**config.mk**
```make
export PLATFORM = sky130hd
export DESIGN_NAME = frac_baud_gen
export DESIGN_NICKNAME = d
export VERILOG_FILES = /design/src/rtl/bdg_pkg.sv /design/src/rtl/bdg_div_hold.sv /design/src/rtl/bdg_frac_step.sv /design/src/rtl/bdg_tick_ctr.sv /design/src/rtl/frac_baud_gen.sv
export SDC_FILE = /design/constraint.sdc
export NUM_CORES = 1
export LEC_CHECK = 0
export ABC_AREA = 1
export BUFFER_PORTS_ARGS = -buffer_cell sky130_fd_sc_hd__buf_2
export CAP_MARGIN = 10
export CORE_MARGIN = 3
export CORE_UTILIZATION = 40
export CTS_CLUSTER_DIAMETER = 100
export CTS_CLUSTER_SIZE = 12
export DETAILED_ROUTE_END_ITERATION = 8
export GPL_TIMING_DRIVEN = 0
export PLACE_DENSITY = 0.55
export SYNTH_ARGS = -nofsm -noshare
export SYNTH_HDL_FRONTEND = slang
export SYNTH_SLANG_ARGS = --single-unit
```
**constraint.sdc**
```tcl
create_clock -name clk -period 2.6 [get_ports clk]
set_input_delay 0.52 -clock clk [delete_from_list [all_inputs] [get_ports clk]]
set_output_delay 0.52 -clock clk [all_outputs]
set_load 0.01 [all_outputs]
```
**src/rtl/bdg_pkg.sv**
```systemverilog
package bdg_pkg;
  localparam int BDG_INT_W    = 14;
  localparam int BDG_FRAC_W   = 3;
  localparam int BDG_RST_INT  = 26;
  localparam int BDG_RST_FRAC = 0;

  typedef enum logic {
    SRC_ACTIVE  = 1'b0,
    SRC_PENDING = 1'b1
  } div_src_e;
endpackage

```
**src/rtl/bdg_div_hold.sv**
```systemverilog
module bdg_div_hold
  import bdg_pkg::*;
#(
  parameter int INT_W    = BDG_INT_W,
  parameter int FRAC_W   = BDG_FRAC_W,
  parameter int RST_INT  = BDG_RST_INT,
  parameter int RST_FRAC = BDG_RST_FRAC
) (
  input  logic              clk,
  input  logic              rst_n,
  input  logic              load_i,
  input  logic [INT_W-1:0]  int_i,
  input  logic [FRAC_W-1:0] frac_i,
  input  logic              boundary_i,
  output logic [INT_W:0]    dec_o,
  output logic [FRAC_W-1:0] frac_o,
  output logic              restart_o
);

  // integer field 0 stands for 2**INT_W
  function automatic logic [INT_W:0] decode_int(input logic [INT_W-1:0] v);
    if (v == '0) return (INT_W+1)'(1) << INT_W;
    return {1'b0, v};
  endfunction

  // a divisor of one cannot carry a fraction
  function automatic logic [FRAC_W-1:0] clamp_frac(input logic [INT_W:0] dec,
                                                   input logic [FRAC_W-1:0] x);
    if (dec == (INT_W+1)'(1)) return '0;
    return x;
  endfunction

  logic [INT_W-1:0]  pend_int, act_int, sel_int;
  logic [FRAC_W-1:0] pend_frac, act_frac, sel_frac;
  logic              pend_vld;
  div_src_e          src;

  always_ff @(posedge clk or negedge rst_n) begin
    if (!rst_n) begin
      pend_int  <= '0;
      pend_frac <= '0;
      pend_vld  <= 1'b0;
    end else if (load_i) begin
      pend_int  <= int_i;
      pend_frac <= frac_i;
      pend_vld  <= 1'b1;
    end else if (boundary_i) begin
      pend_vld  <= 1'b0;
    end
  end

  always_ff @(posedge clk or negedge rst_n) begin
    if (!rst_n) begin
      act_int  <= INT_W'(RST_INT);
      act_frac <= FRAC_W'(RST_FRAC);
    end else if (boundary_i && pend_vld) begin
      act_int  <= pend_int;
      act_frac <= pend_frac;
    end
  end

  always_comb begin
    src      = pend_vld ? SRC_PENDING : SRC_ACTIVE;
    sel_int  = (src == SRC_PENDING) ? pend_int  : act_int;
    sel_frac = (src == SRC_PENDING) ? pend_frac : act_frac;
  end

  assign dec_o     = decode_int(sel_int);
  assign frac_o    = clamp_frac(dec_o, sel_frac);
  assign restart_o = pend_vld;

  // the running divisor only changes at a boundary with a pending write
  assert_active_hold_R7: assert property (@(posedge clk) disable iff (!rst_n)
    !(boundary_i && pend_vld) |=> ($stable(act_int) && $stable(act_frac)));

  // a load always leaves a pending divisor behind
  assert_pending_kept_R8: assert property (@(posedge clk) disable iff (!rst_n)
    load_i |=> restart_o);

  // the decoded integer is never zero
  assert_decode_nonzero_R3: assert property (@(posedge clk) disable iff (!rst_n)
    dec_o != '0);

endmodule

```
**src/rtl/bdg_frac_step.sv**
```systemverilog
module bdg_frac_step
  import bdg_pkg::*;
#(
  parameter int INT_W  = BDG_INT_W,
  parameter int FRAC_W = BDG_FRAC_W
) (
  input  logic              clk,
  input  logic              rst_n,
  input  logic              boundary_i,
  input  logic              restart_i,
  input  logic [INT_W:0]    dec_i,
  input  logic [FRAC_W-1:0] frac_i,
  output logic [INT_W:0]    len_o,
  output logic              carry_o
);

  logic [FRAC_W-1:0] phase;
  logic [FRAC_W-1:0] base;
  logic [FRAC_W:0]   sum;

  function automatic logic [FRAC_W:0] add_phase(input logic [FRAC_W-1:0] p,
                                                input logic [FRAC_W-1:0] x);
    return {1'b0, p} + {1'b0, x};
  endfunction

  assign base    = restart_i ? '0 : phase;
  assign sum     = add_phase(base, frac_i);
  assign carry_o = sum[FRAC_W];
  assign len_o   = dec_i + (INT_W+1)'(carry_o);

  always_ff @(posedge clk or negedge rst_n) begin
    if (!rst_n)          phase <= '0;
    else if (boundary_i) phase <= sum[FRAC_W-1:0];
  end

  // the first period of a freshly applied divisor never stretches
  assert_first_period_R7: assert property (@(posedge clk) disable iff (!rst_n)
    (boundary_i && restart_i) |-> !carry_o);

  // a divisor of one always yields a one-cycle period
  assert_clamp_one_R6: assert property (@(posedge clk) disable iff (!rst_n)
    (boundary_i && dec_i == (INT_W+1)'(1)) |-> len_o == (INT_W+1)'(1));

  // a period is the integer part or one more
  assert_len_window_R4: assert property (@(posedge clk) disable iff (!rst_n)
    boundary_i |-> (len_o >= dec_i && (len_o - dec_i) <= (INT_W+1)'(1)));

endmodule

```
**src/rtl/bdg_tick_ctr.sv**
```systemverilog
module bdg_tick_ctr
  import bdg_pkg::*;
#(
  parameter int LEN_W = BDG_INT_W + 1
) (
  input  logic             clk,
  input  logic             rst_n,
  input  logic [LEN_W-1:0] len_i,
  output logic             boundary_o,
  output logic             tick_o
);

  logic [LEN_W-1:0] remain;

  assign boundary_o = (remain == '0);

  always_ff @(posedge clk or negedge rst_n) begin
    if (!rst_n) begin
      remain <= '0;
      tick_o <= 1'b0;
    end else if (boundary_o) begin
      remain <= len_i - LEN_W'(1);
      tick_o <= 1'b1;
    end else begin
      remain <= remain - LEN_W'(1);
      tick_o <= 1'b0;
    end
  end

  // a tick that opens a period longer than one cycle lasts one cycle
  assert_tick_single_R9: assert property (@(posedge clk) disable iff (!rst_n)
    (boundary_o && len_i != LEN_W'(1)) |=> (tick_o ##1 !tick_o));

  // the period length handed in is never zero
  assert_len_nonzero_R5: assert property (@(posedge clk) disable iff (!rst_n)
    boundary_o |-> len_i != '0);

endmodule

```
**src/rtl/frac_baud_gen.sv**
```systemverilog
module frac_baud_gen
  import bdg_pkg::*;
#(
  parameter int INT_W    = BDG_INT_W,
  parameter int FRAC_W   = BDG_FRAC_W,
  parameter int RST_INT  = BDG_RST_INT,
  parameter int RST_FRAC = BDG_RST_FRAC
) (
  input  logic              clk,
  input  logic              rst_n,
  input  logic              div_load,
  input  logic [INT_W-1:0]  div_int,
  input  logic [FRAC_W-1:0] div_frac,
  output logic              baud_tick
);

  localparam int LEN_W = INT_W + 1;

  logic              boundary;
  logic              restart;
  logic              carry;
  logic [LEN_W-1:0]  dec_n;
  logic [LEN_W-1:0]  next_len;
  logic [FRAC_W-1:0] eff_frac;

  bdg_div_hold #(
    .INT_W(INT_W), .FRAC_W(FRAC_W), .RST_INT(RST_INT), .RST_FRAC(RST_FRAC)
  ) u_hold (
    .clk(clk), .rst_n(rst_n), .load_i(div_load), .int_i(div_int),
    .frac_i(div_frac), .boundary_i(boundary), .dec_o(dec_n),
    .frac_o(eff_frac), .restart_o(restart)
  );

  bdg_frac_step #(.INT_W(INT_W), .FRAC_W(FRAC_W)) u_step (
    .clk(clk), .rst_n(rst_n), .boundary_i(boundary), .restart_i(restart),
    .dec_i(dec_n), .frac_i(eff_frac), .len_o(next_len), .carry_o(carry)
  );

  bdg_tick_ctr #(.LEN_W(LEN_W)) u_ctr (
    .clk(clk), .rst_n(rst_n), .len_i(next_len),
    .boundary_o(boundary), .tick_o(baud_tick)
  );

  // the extra cycle only appears when a fraction is in use
  assert_carry_needs_frac_R4: assert property (@(posedge clk) disable iff (!rst_n)
    (boundary && eff_frac == '0) |-> !carry);

endmodule

```
==> reports/qor.yml, run 1 <==
yosys-top-cells-count: "nand2_1, dfrtp_1, inv_1"
setup_viol: 14
worst-endpoint-required_ns: 2.82
cap_viol_max_count: 0
drtIter0Drc: 149
grt_pass1_vias: 2916
overflow: 0
syn2layout_area_growth_pct: 28.13
finalHoldViolations: 0
antenna_found_initial: 0
core_region_area_um2: 7447
final_cell_count_no_fill: 617
io_pins: 21
cts_tree: "yes"
crit_path_start_kind: "register"
drv_slew: 0
drive_gt1_share_pct: 27.22
synth_edf_count: 0
final.setup.worst_slack_ns: -0.3977
cts_num_sinks: 54
fin_area_um2: 4058
synth.most_common_cell: "nand2_1"
netlist_instances: 449
critical_path_class: "register to register"
synth_flop_cell: "dfrtp_1"
place_congestion: 0.8681
synth_area_um2: 3167
postSynthAreaPerCell_um2: 7.053
cts_root_buf: "clkbuf_8"
viasPerCell: 4.883
layout_min_cycle_time_ns: 2.998
yosys-top-cells-area: "dfrtp_1, nand2_1, o21ai_0"
power.total_mw: 2.166
fmax_mhz: 333.6
numCtsBuffers: 5
clk_latency_ns: 0.31
dp_hpwl_mm: 5.654
yosys.area.top_type: "dfrtp_1"
placed_cell_area_um2: 3450
fp.dieH_um: 94.98
wl_mm: 8.438
hold_path_class: "primary input to async pin"
drc: 0
drt_pass1_iterations: 5
p_leak_nw: 2.084
clk_pin_slew_ns: 0.10
grt_pass1_wl_mm: 13.79
die_w_um: 94.98
arrival_ns: 3.21
die-area_um2: 9020
initial_core_util_pct: 42.52
dp_worst_setup_slack_ns: -0.6568
ys_seq_area_share_pct: 42.79
row_count: 31
p_per_area_nw_per_um2: 533.7
cts_max_path_buffers: 2
ant_nets: 0
ir_worst_vdd_mv: 0.2629
ys_async_sr_fraction_pct: 100.0
setup_tns_ns: -4.646
synth_seq_cells: 54
final_net_count: 544
wl_per_cell_um: 13.68
tightest_slew_ns: 0.6221
end_kind: "register"
grt_max_degree: 30
yosysWarnings: 0
netlist.area_leader.share_pct: 40.30
grt_usage_pct: 19.64
vias: 3013
violations: "setup timing"
antenna_cells_inserted: 0
htree_num_levels: 2
max_slew_margin_pct: 58.52
cp_max_fo: 5
rsz0062_at_grt: "true"
placed_cells: 568
status: "finished, violations left"
syn_nets: 476
port_buffers: 19
synth_cell_type_count: 27
min_period_over_period_pct: 115.3
finalClockSkew_ns: 0.005653
==> layer usage <==
metal  track usage [%]  up-vias  wire length (um)
met5                 0        -                 0
met4             4.928        0               204
met3             2.709       16               331
met2             33.82       73              4100
met1             25.95     1395              3802
li1                  -     1529                 -
==> report_power, final <==
group	switching (mW)	total (mW)	leakage (nW)	internal [mW]
Sequential	0.0848	1.05	0.619	0.960
Clock	0.300	0.521	0.0478	0.220
Combinational	0.341	0.600	1.42	0.259
Total	0.726	2.17	2.08	1.44
==> metrics by stage <==
step	utilization (%)	hold slack (ns)
floorplan	-	0.2244
detailed placement	46.32	0.4237
CTS	52.23	0.2312
finish	54.49	0.2072
global route	54.49	0.2542
global placement	46.05	0.4236
==> final timing paths <==
check | startpoint | to | slack (ns) | cells after the start
min in group clk | div_int[0] | u_hold.pend_int[0] | 0.41 | 3
worst min register to register | u_ctr.remain[13] | u_ctr.tick_o | 0.44 | 1
max in group asynchronous | rst_n | u_hold.act_int[4] | 1.74 | 2
worst min-delay path | rst_n | u_ctr.remain[10] | 0.21 | 1
worst max register to register | u_hold.restart_o | u_ctr.remain[10] | -0.40 | 20
worst max-delay path | u_hold.restart_o | u_ctr.remain[10] | -0.40 | 20
==> flip-flops by register name (all words and copies together), names as in the netlist <==
register          flops
u_ctr.remain         15
u_hold.act_frac       3
u_hold.act_int       14
u_ctr.tick_o          1
u_hold.restart_o      1
u_step.phase          3
u_hold.pend_int      14
u_hold.pend_frac      3
==> cell families (layout without fill, tap and decap cells) <==
kind of cell | Yosys count | count (layout) | share of synthesized area, %
compound gates | 59 | 59 | 9.482
xor+xnor | 12 | 12 | 3.319
fa+ha+maj | 7 | 7 | 3.003
buf+inv | 64 | 133 | 8.218
flops | 54 | 54 | 42.79
simple gates | 253 | 253 | 33.19
==> what timing repair did <==
action / in CTS / in global routing
hold buffers: 0 / 0
setup buffers: 30 / 13
gates cloned: 0 / 1
pin swaps: 24 / 24
gates resized for setup: 41 / 24
setup endpoints to repair: 16 / 17
==> final cells by class <==
class                      count  area [um^2]
timing repair buffer          61        452.9
buffer                        14        96.34
clock inverter                 2        16.27
multi-input combinational    331         1737
inverter                      50        192.7
fill                         733         3390
clock buffer                   6        82.58
tap                           99        123.9
sequential                    54         1356
==> worst max-delay path: stages, from the launching register on <==
cell	delay (ns)
dfrtp_2	0.45
inv_4	0.08
clkbuf_16	0.16
nand2_1	0.06
nand2_2	0.09
nor2_4	0.12
nand2_2	0.09
nor3_4	0.25
nor2_2	0.07
ha_1	0.27
a21o_1	0.17
a21oi_2	0.16
ha_2	0.20
inv_2	0.04
nor2_4	0.12
buf_4	0.13
nand3_2	0.09
o21ai_1	0.12
nand2_1	0.07
nand2_1	0.08
nand2_1	0.05
==> layout by cell type (no fill, tap or decap), drive strengths merged <==
cell      count
fa            1
inv          51
buf          68
ha            6
o21bai        1
clkbuf       13
clkinvlp      1
nor4          1
nand2       174
xor2          7
xnor2         5
nor2         51
a21o          1
dfstp         3
o21ai        52
nor3          3
nand3        22
dfrtp        51
nand4         2
a21oi         5
(Power assumes the default switching activity.)
==> run 2: changes to the inputs <==
Settings changed: MAX_ROUTING_LAYER set to met4, PLACE_DENSITY 0.55 to 0.54, SYNTH_HIERARCHICAL set to 1.
==> reports/qor.yml, run 2 <==
core_region_area_um2: 8299  # +11%
multi_input_area_um2: 2116  # +22%
max_slew_margin_pct: 68.22  # +9.7 points
worst-endpoint-required_ns: 2.86  # +0.04 ns
p_per_area_nw_per_um2: 562.0  # +5.3%
power.switching_uw: 990.4  # +36%
dp_hpwl_mm: 5.662  # +0.14%
ir_worst_vdd_mv: 0.2195  # -17%
comb_power_share_pct: 39.8  # +12 points
power.internal_mw: 1.591  # +11%
regArea_um2: 1356  # unchanged
synth.most_common_cell: "nand2_1"
top_register: "u_ctr/remain"
timing.rr.end: "u_ctr/remain[9]"
timing.reg2reg.setup_slack_ns: -0.88  # -0.48 ns
setup_tns_ns: -9.961  # -5.316 ns
critPathLaunch: "u_hold/restart_o"
critical_path_class: "register to register"
ant_nets: 0  # unchanged
hold_path_class: "primary input to async pin"
antenna_found_initial: 0  # unchanged
placed_cells: 601  # +5.8%
drv_slew: 0  # unchanged
cts_tree: "yes"
synth_flop_cell: "dfrtp_1"
drive_gt1_share_pct: 35.90  # +8.7 points
finalHoldViolations: 0  # unchanged
port_buffers: 19  # unchanged
setup_viol: 14  # unchanged
status: "finished, violations left"
antenna_cells_inserted: 0  # unchanged
cts_max_path_buffers: 2  # unchanged
yosys.area.top_type: "dfrtp_1"
syn2layout_area_growth_pct: 33.19
netlist_instances: 476  # +6.0%
endpoint: "u_ctr/remain[9]"
synth_area_um2: 3450  # +8.9%
crit_path_start_kind: "register"
final_cell_count_no_fill: 651  # +5.5%
nFillCells: 756  # +3.1%
die-area_um2: 9774  # +8.4%
yosys-top-cells-area: "dfrtp_1, nand2_1, inv_1"
cp_max_fo: 7  # +2
cap_viol_max_count: 0  # unchanged
slowest_stage: "dfrtp_2"
grt_pass1_vias: 2925  # +0.31%
timing.rr.start: "u_hold/restart_o"
ys_seq_area_share_pct: 39.28  # -3.5 points
synth_seq_cells: 54  # unchanged
io_pins: 21  # unchanged
cts_root_buf: "clkbuf_8"
viasPerCell: 4.737  # -3.0%
yosysWarnings: 6  # +6
drt_pass1_iterations: 5  # unchanged
htree_num_levels: 2  # unchanged
cts_num_sinks: 54  # unchanged
final_core_util_pct: 55.36  # +0.87 points
drtIter0Drc: 94  # -37%
cts-hold-fix-buffers: 0  # unchanged
synth_cell_type_count: 30  # +11%
final_net_count: 572  # +5.1%
cpPeakStageDelay_ns: 0.51  # +0.06 ns
rsz0062_at_grt: "true"
die_w_um: 98.87  # +4.1%
hold-worst-slack_ns: 0.1180  # -0.08920 ns
crit_path_frequent_cell: "nand2_2"
grt_usage_pct: 17.23  # -2.4 points
numCtsBuffers: 5  # unchanged
place_congestion: 0.8333  # -4.0%
row_count: 33  # +6.5%
wl_mm: 8.158  # -3.3%
crit_chain: "inv_4, buf_6, nand2_1, nand2_2, nand2_2, nor3_4, nand2_2, nor2_4, nor2_1, ha_1, nand3_2, nand2_2, ha_4, ha_4, nand3_4, buf_6, xnor2_2, nand3b_1, nand2_2, nand2_4, nor2_4, buf_6, nand4_1, nand2_1"
ff2ff_path_depth: 24  # +20%
postSynthAreaPerCell_um2: 7.247  # +2.8%
sw_frac_of_total_pct: 38.36  # +4.8 points
tightest_slew_ns: 0.4767  # -0.1455 ns
crit_buf_inv: 4  # unchanged
critPathTopFamily: "simple AND/OR/NAND/NOR gates"
p_leak_nw: 2.354  # +13%
wl_per_cell_um: 12.53  # -8.4%
largest_reg_flops: 15  # unchanged
layout_common_cells: "nand2_1, inv_1, dfrtp_1, nand2_2, o21ai_0"
finalClockSkew_ns: 0.005390  # -0.0002632 ns
top_regs: "u_ctr/remain (15), u_hold/act_int (14), u_hold/pend_int (14)"
power_frac_clock_pct: 20.9  # -3.1 points
vias: 3084  # +2.4%
sequentialPowerShare_pct: 39.2  # -9.1 points
violations: "setup timing"
end_kind: "register"
drc: 0  # unchanged
arrival_ns: 3.74  # +0.53 ns
overflow: 0  # unchanged
synth_edf_count: 0  # unchanged
syn_nets: 503  # +5.7%
clk_latency_ns: 0.32  # about the same
final.setup.worst_slack_ns: -0.8796  # -0.4819 ns
yosys-top-cells-count: "nand2_1, inv_1, dfrtp_1"
fp.dieH_um: 98.87  # +4.1%
grt_max_degree: 39  # +30%
clk_pin_slew_ns: 0.11  # about the same
final_common_cell: "nand2_1"
ys_async_sr_fraction_pct: 100.0  # unchanged
netlist.area_leader.share_pct: 37.00  # -3.3 points
grt_pass1_wl_mm: 13.52  # -2.0%
layout_min_cycle_time_ns: 3.480  # +0.4819 ns
path_depth: 24  # +20%
fmax_mhz: 287.4  # -14%
min_period_over_period_pct: 133.8  # +19 points
initial_core_util_pct: 41.56  # -0.96 points
[run 2: cell count changes in the layout (fill, tap and decap cells not counted), sizes merged, moves of 2 or more]
cell,before,now
nor3,3,1
nand3,22,29
xor2,7,10
a21oi,5,1
nand3b,0,6
nand2,174,163
inv,51,84
buf,68,66
o21ai,52,47
nor2,51,48
nand4,2,9
[run 2: metrics by stage]
step	worst slack (ns)	total power, mW	cell area, um^2
6_report	-0.8796	2.582	4594
3_5_place_dp	-0.9407	1.733	3797
2_1_floorplan	-0.4532	1.573	3551
3_3_place_gp	-0.9067	1.718	3777
5_1_grt	-1.066	2.744	4594
4_1_cts	-0.7533	2.462	4245
[run 2: cell type report]
class | instances | share of cell area, %
multi-input combinational | 327 | 46.05
sequential | 54 | 29.52
timing repair buffer | 62 | 10.40
inverter | 83 | 6.972
tap | 105 | 2.859
buffer | 12 | 1.961
clock buffer | 6 | 1.797
clock inverter | 2 | 0.4357
[run 2: layer usage]
| metal | routed length, um | global-route usage [%] | up-vias |
|---|---|---|---|
| met3 | 191 | 2.548 | 11 |
| met4 | 115 | 4.202 | 0 |
| li1 | - | - | 1596 |
| met2 | 4160 | 29.39 | 38 |
| met5 | 0 | - | - |
| met1 | 3690 | 21.50 | 1439 |
[run 2: worst min path at each step]
stage	cells after the start	end	from
after detailed placement	2	u_hold/act_frac[0]	u_hold/act_frac[0]
final	1	u_ctr/remain[0]	rst_n
after floorplan	0	u_ctr/remain[0]	rst_n
after global placement	2	u_hold/act_frac[0]	u_hold/act_frac[0]
after global routing	1	u_ctr/remain[0]	rst_n
after CTS	1	u_ctr/remain[0]	rst_n
[run 2: repair_timing]
item / in CTS / in global routing
endpoints found under the setup margin: 15 / 15
pin swaps: 39 / 54
gates cloned: 1 / 1
buffers inserted: 27 / 14
resized for setup: 35 / 62
[run 2: power by group through the flow]
stage | sequential [mW] | clock [mW] | combinational [mW]
floorplan | 1.01 | 0 | 0.559
global placement | 1.03 | 0 | 0.691
detailed placement | 1.03 | 0 | 0.702
CTS | 1.01 | 0.560 | 0.888
global route | 1.03 | 0.587 | 1.13
finish | 1.01 | 0.540 | 1.03
[run 2: logic make-up after synthesis]
group | after synthesis | share of synthesized area [%]
compound gates | 49 | 7.617
xor+xnor | 15 | 3.808
fa+ha+maj | 7 | 2.757
buf+inv | 95 | 11.32
flops | 54 | 39.28
simple gates | 256 | 35.22
==> run 3: changes to the inputs <==
Settings changed: PLACE_DENSITY 0.54 to 0.52.
Clock period 2.6 ns to 3.22 ns, I/O delays scaled along.
==> reports/qor.yml, run 3 (synthesized netlist as in run 2, its figures left out) <==
syn2layout_area_growth_pct: 25.93
final_net_count: 550  # -3.8%
grt_usage_pct: 17.24  # about the same
slowest_stage: "dfrtp_2"
critPathTopFamily: "simple AND/OR/NAND/NOR gates"
core_region_area_um2: 8299  # unchanged
io_pins: 21  # unchanged
drv_slew: 0  # unchanged
wl_mm: 7.633  # -6.4%
fp.dieH_um: 98.87  # unchanged
p_per_area_nw_per_um2: 449.1  # -20%
htree_num_levels: 2  # unchanged
largest_reg_flops: 15  # unchanged
hold-worst-slack_ns: 0.2298  # +0.1118 ns
drive_gt1_share_pct: 32.44  # -3.5 points
final_common_cell: "nand2_1"
layout_min_cycle_time_ns: 3.382  # -0.09723 ns
antenna_found_initial: 0  # unchanged
clk_pin_slew_ns: 0.11  # about the same
crit_buf_inv: 5  # +1
cp_max_fo: 7  # unchanged
final.setup.worst_slack_ns: -0.1624  # +0.7172 ns
cpPeakStageDelay_ns: 0.51  # about the same
finalHoldViolations: 0  # unchanged
violations: "setup timing"
hold_path_class: "primary input to async pin"
met2_length_mm: 3.909  # -6.0%
grt_max_degree: 40  # +2.6%
cts_tree: "yes"
row_count: 33  # unchanged
tightest_slew_ns: 0.4818  # +0.005104 ns
dp_hpwl_mm: 5.596  # -1.2%
p_leak_nw: 2.217  # -5.8%
min_period_over_period_pct: 105.0  # -29 points
vias: 2957  # -4.1%
cts_num_sinks: 54  # unchanged
critical_path_class: "register to register"
antenna_cells_inserted: 0  # unchanged
layout_common_cells: "nand2_1, inv_1, dfrtp_1, nand2_2, o21ai_0"
worst-endpoint-required_ns: 3.42  # +0.56 ns
crit_path_start_kind: "register"
grt_pass1_vias: 2966  # +1.4%
top_regs: "u_ctr/remain (15), u_hold/act_int (14), u_hold/pend_int (14)"
die_w_um: 98.87  # unchanged
port_buffers: 19  # unchanged
viasPerCell: 4.701  # -0.76%
fmax_mhz: 295.7  # +2.9%
finalClockSkew_ns: 0.01278  # +0.007391 ns
overflow: 0  # unchanged
cts_root_buf: "clkbuf_8"
initial_core_util_pct: 41.56  # unchanged
place_congestion: 0.8245  # -1.1%
ant_nets: 0  # unchanged
drtIter0Drc: 107  # +14%
fin_area_um2: 4344  # -5.4%
top_register: "u_ctr/remain"
drt_pass1_iterations: 4  # -1
status: "finished, violations left"
rsz0062_at_grt: "true"
end_kind: "register"
setup_viol: 9  # -5
wl_met1_mm: 3.469  # -6.0%
cts-hold-fix-buffers: 0  # unchanged
numCtsBuffers: 5  # unchanged
placed_cell_area_um2: 3696  # -2.7%
ir_worst_vdd_mv: 0.2055  # -6.4%
cap_viol_max_count: 0  # unchanged
highest_layer: "met4"
setup_tns_ns: -0.9955  # +8.966 ns
die-area_um2: 9774  # unchanged
final_core_util_pct: 52.34  # -3.0 points
cts_max_path_buffers: 2  # unchanged
drc: 0  # unchanged
grt_pass1_wl_mm: 13.50  # -0.16%
max_slew_margin_pct: 67.88  # -0.34 points
wl_per_cell_um: 12.14  # -3.2%
clk_latency_ns: 0.32  # about the same
arrival_ns: 3.59  # -0.15 ns
wl_met3_um: 179  # -6.3%
==> run 3: cell count changes in the layout (fill, tap and decap cells not counted), moves of 3 or more <==
| cell | before | now |
|---|---|---|
| nand2_1 | 109 | 114 |
| nand2_2 | 47 | 44 |
| buf_4 | 33 | 16 |
| nor2_2 | 6 | 11 |
| nor2_4 | 21 | 18 |
==> run 3: final cells by class <==
type	instances	area (um^2)
repair buffers	40	280.3
fillers	832	3955
inverters	83	320.3
well taps	105	131.4
clock inverters	2	16.27
multi-input cells	327	2085
flip-flops and latches	54	1356
clock buffers	6	72.57
plain buffers	12	82.58
==> run 3: metal layers <==
layer	vias up	track usage (%)
li1	1549	-
met1	1369	21.01
met2	33	29.91
met3	6	2.619
met4	0	4.307
met5	-	-
==> run 3: metrics by stage <==
step                setup slack, ns  power [mW]  std cells
floorplan                  0.006153       1.234        476
global placement            -0.4712       1.349        600
detailed placement          -0.4676       1.358        601
CTS                         -0.1480       1.889        625
global route                -0.4035       2.092        629
finish                      -0.1624       1.951        629
==> run 3: report_power, final <==
part	switching, mW	internal [mW]
clock	0.239	0.157
sequential	0.0444	0.774
combinational	0.468	0.269
total	0.751	1.20
==> run 3: timing repair <==
action,CTS,global route
endpoints found under the setup margin,12,13
gates cloned,2,0
resized for setup,63,40
buffers inserted,14,4
pin swaps,38,31
==> run 3: path summary, 6_finish.rpt <==
path	from	end	slack, ns	cells after the start
worst max-delay path	u_hold/restart_o	u_ctr/remain[11]	-0.16	25
worst min-delay path	rst_n	u_ctr/remain[1]	0.23	1
worst max register to register	u_hold/restart_o	u_ctr/remain[11]	-0.16	25
worst min register to register	u_hold/act_int[5]	u_hold/act_int[5]	0.49	2
max in group asynchronous	rst_n	u_hold/act_int[4]	2.39	2
min in group clk	u_hold/act_int[5]	u_hold/act_int[5]	0.49	2
==> run 3: worst reg2reg max path: cells and delay by family (launching register included) <==
family,cells,cell delay (ns)
AND/OR/NAND/NOR,15,1.40
XOR/XNOR,1,0.13
AO/OA/AOI/OAI,1,0.08
flip-flops,1,0.51
buffers and inverters,5,0.56
adder cells (fa/ha/maj),3,0.61
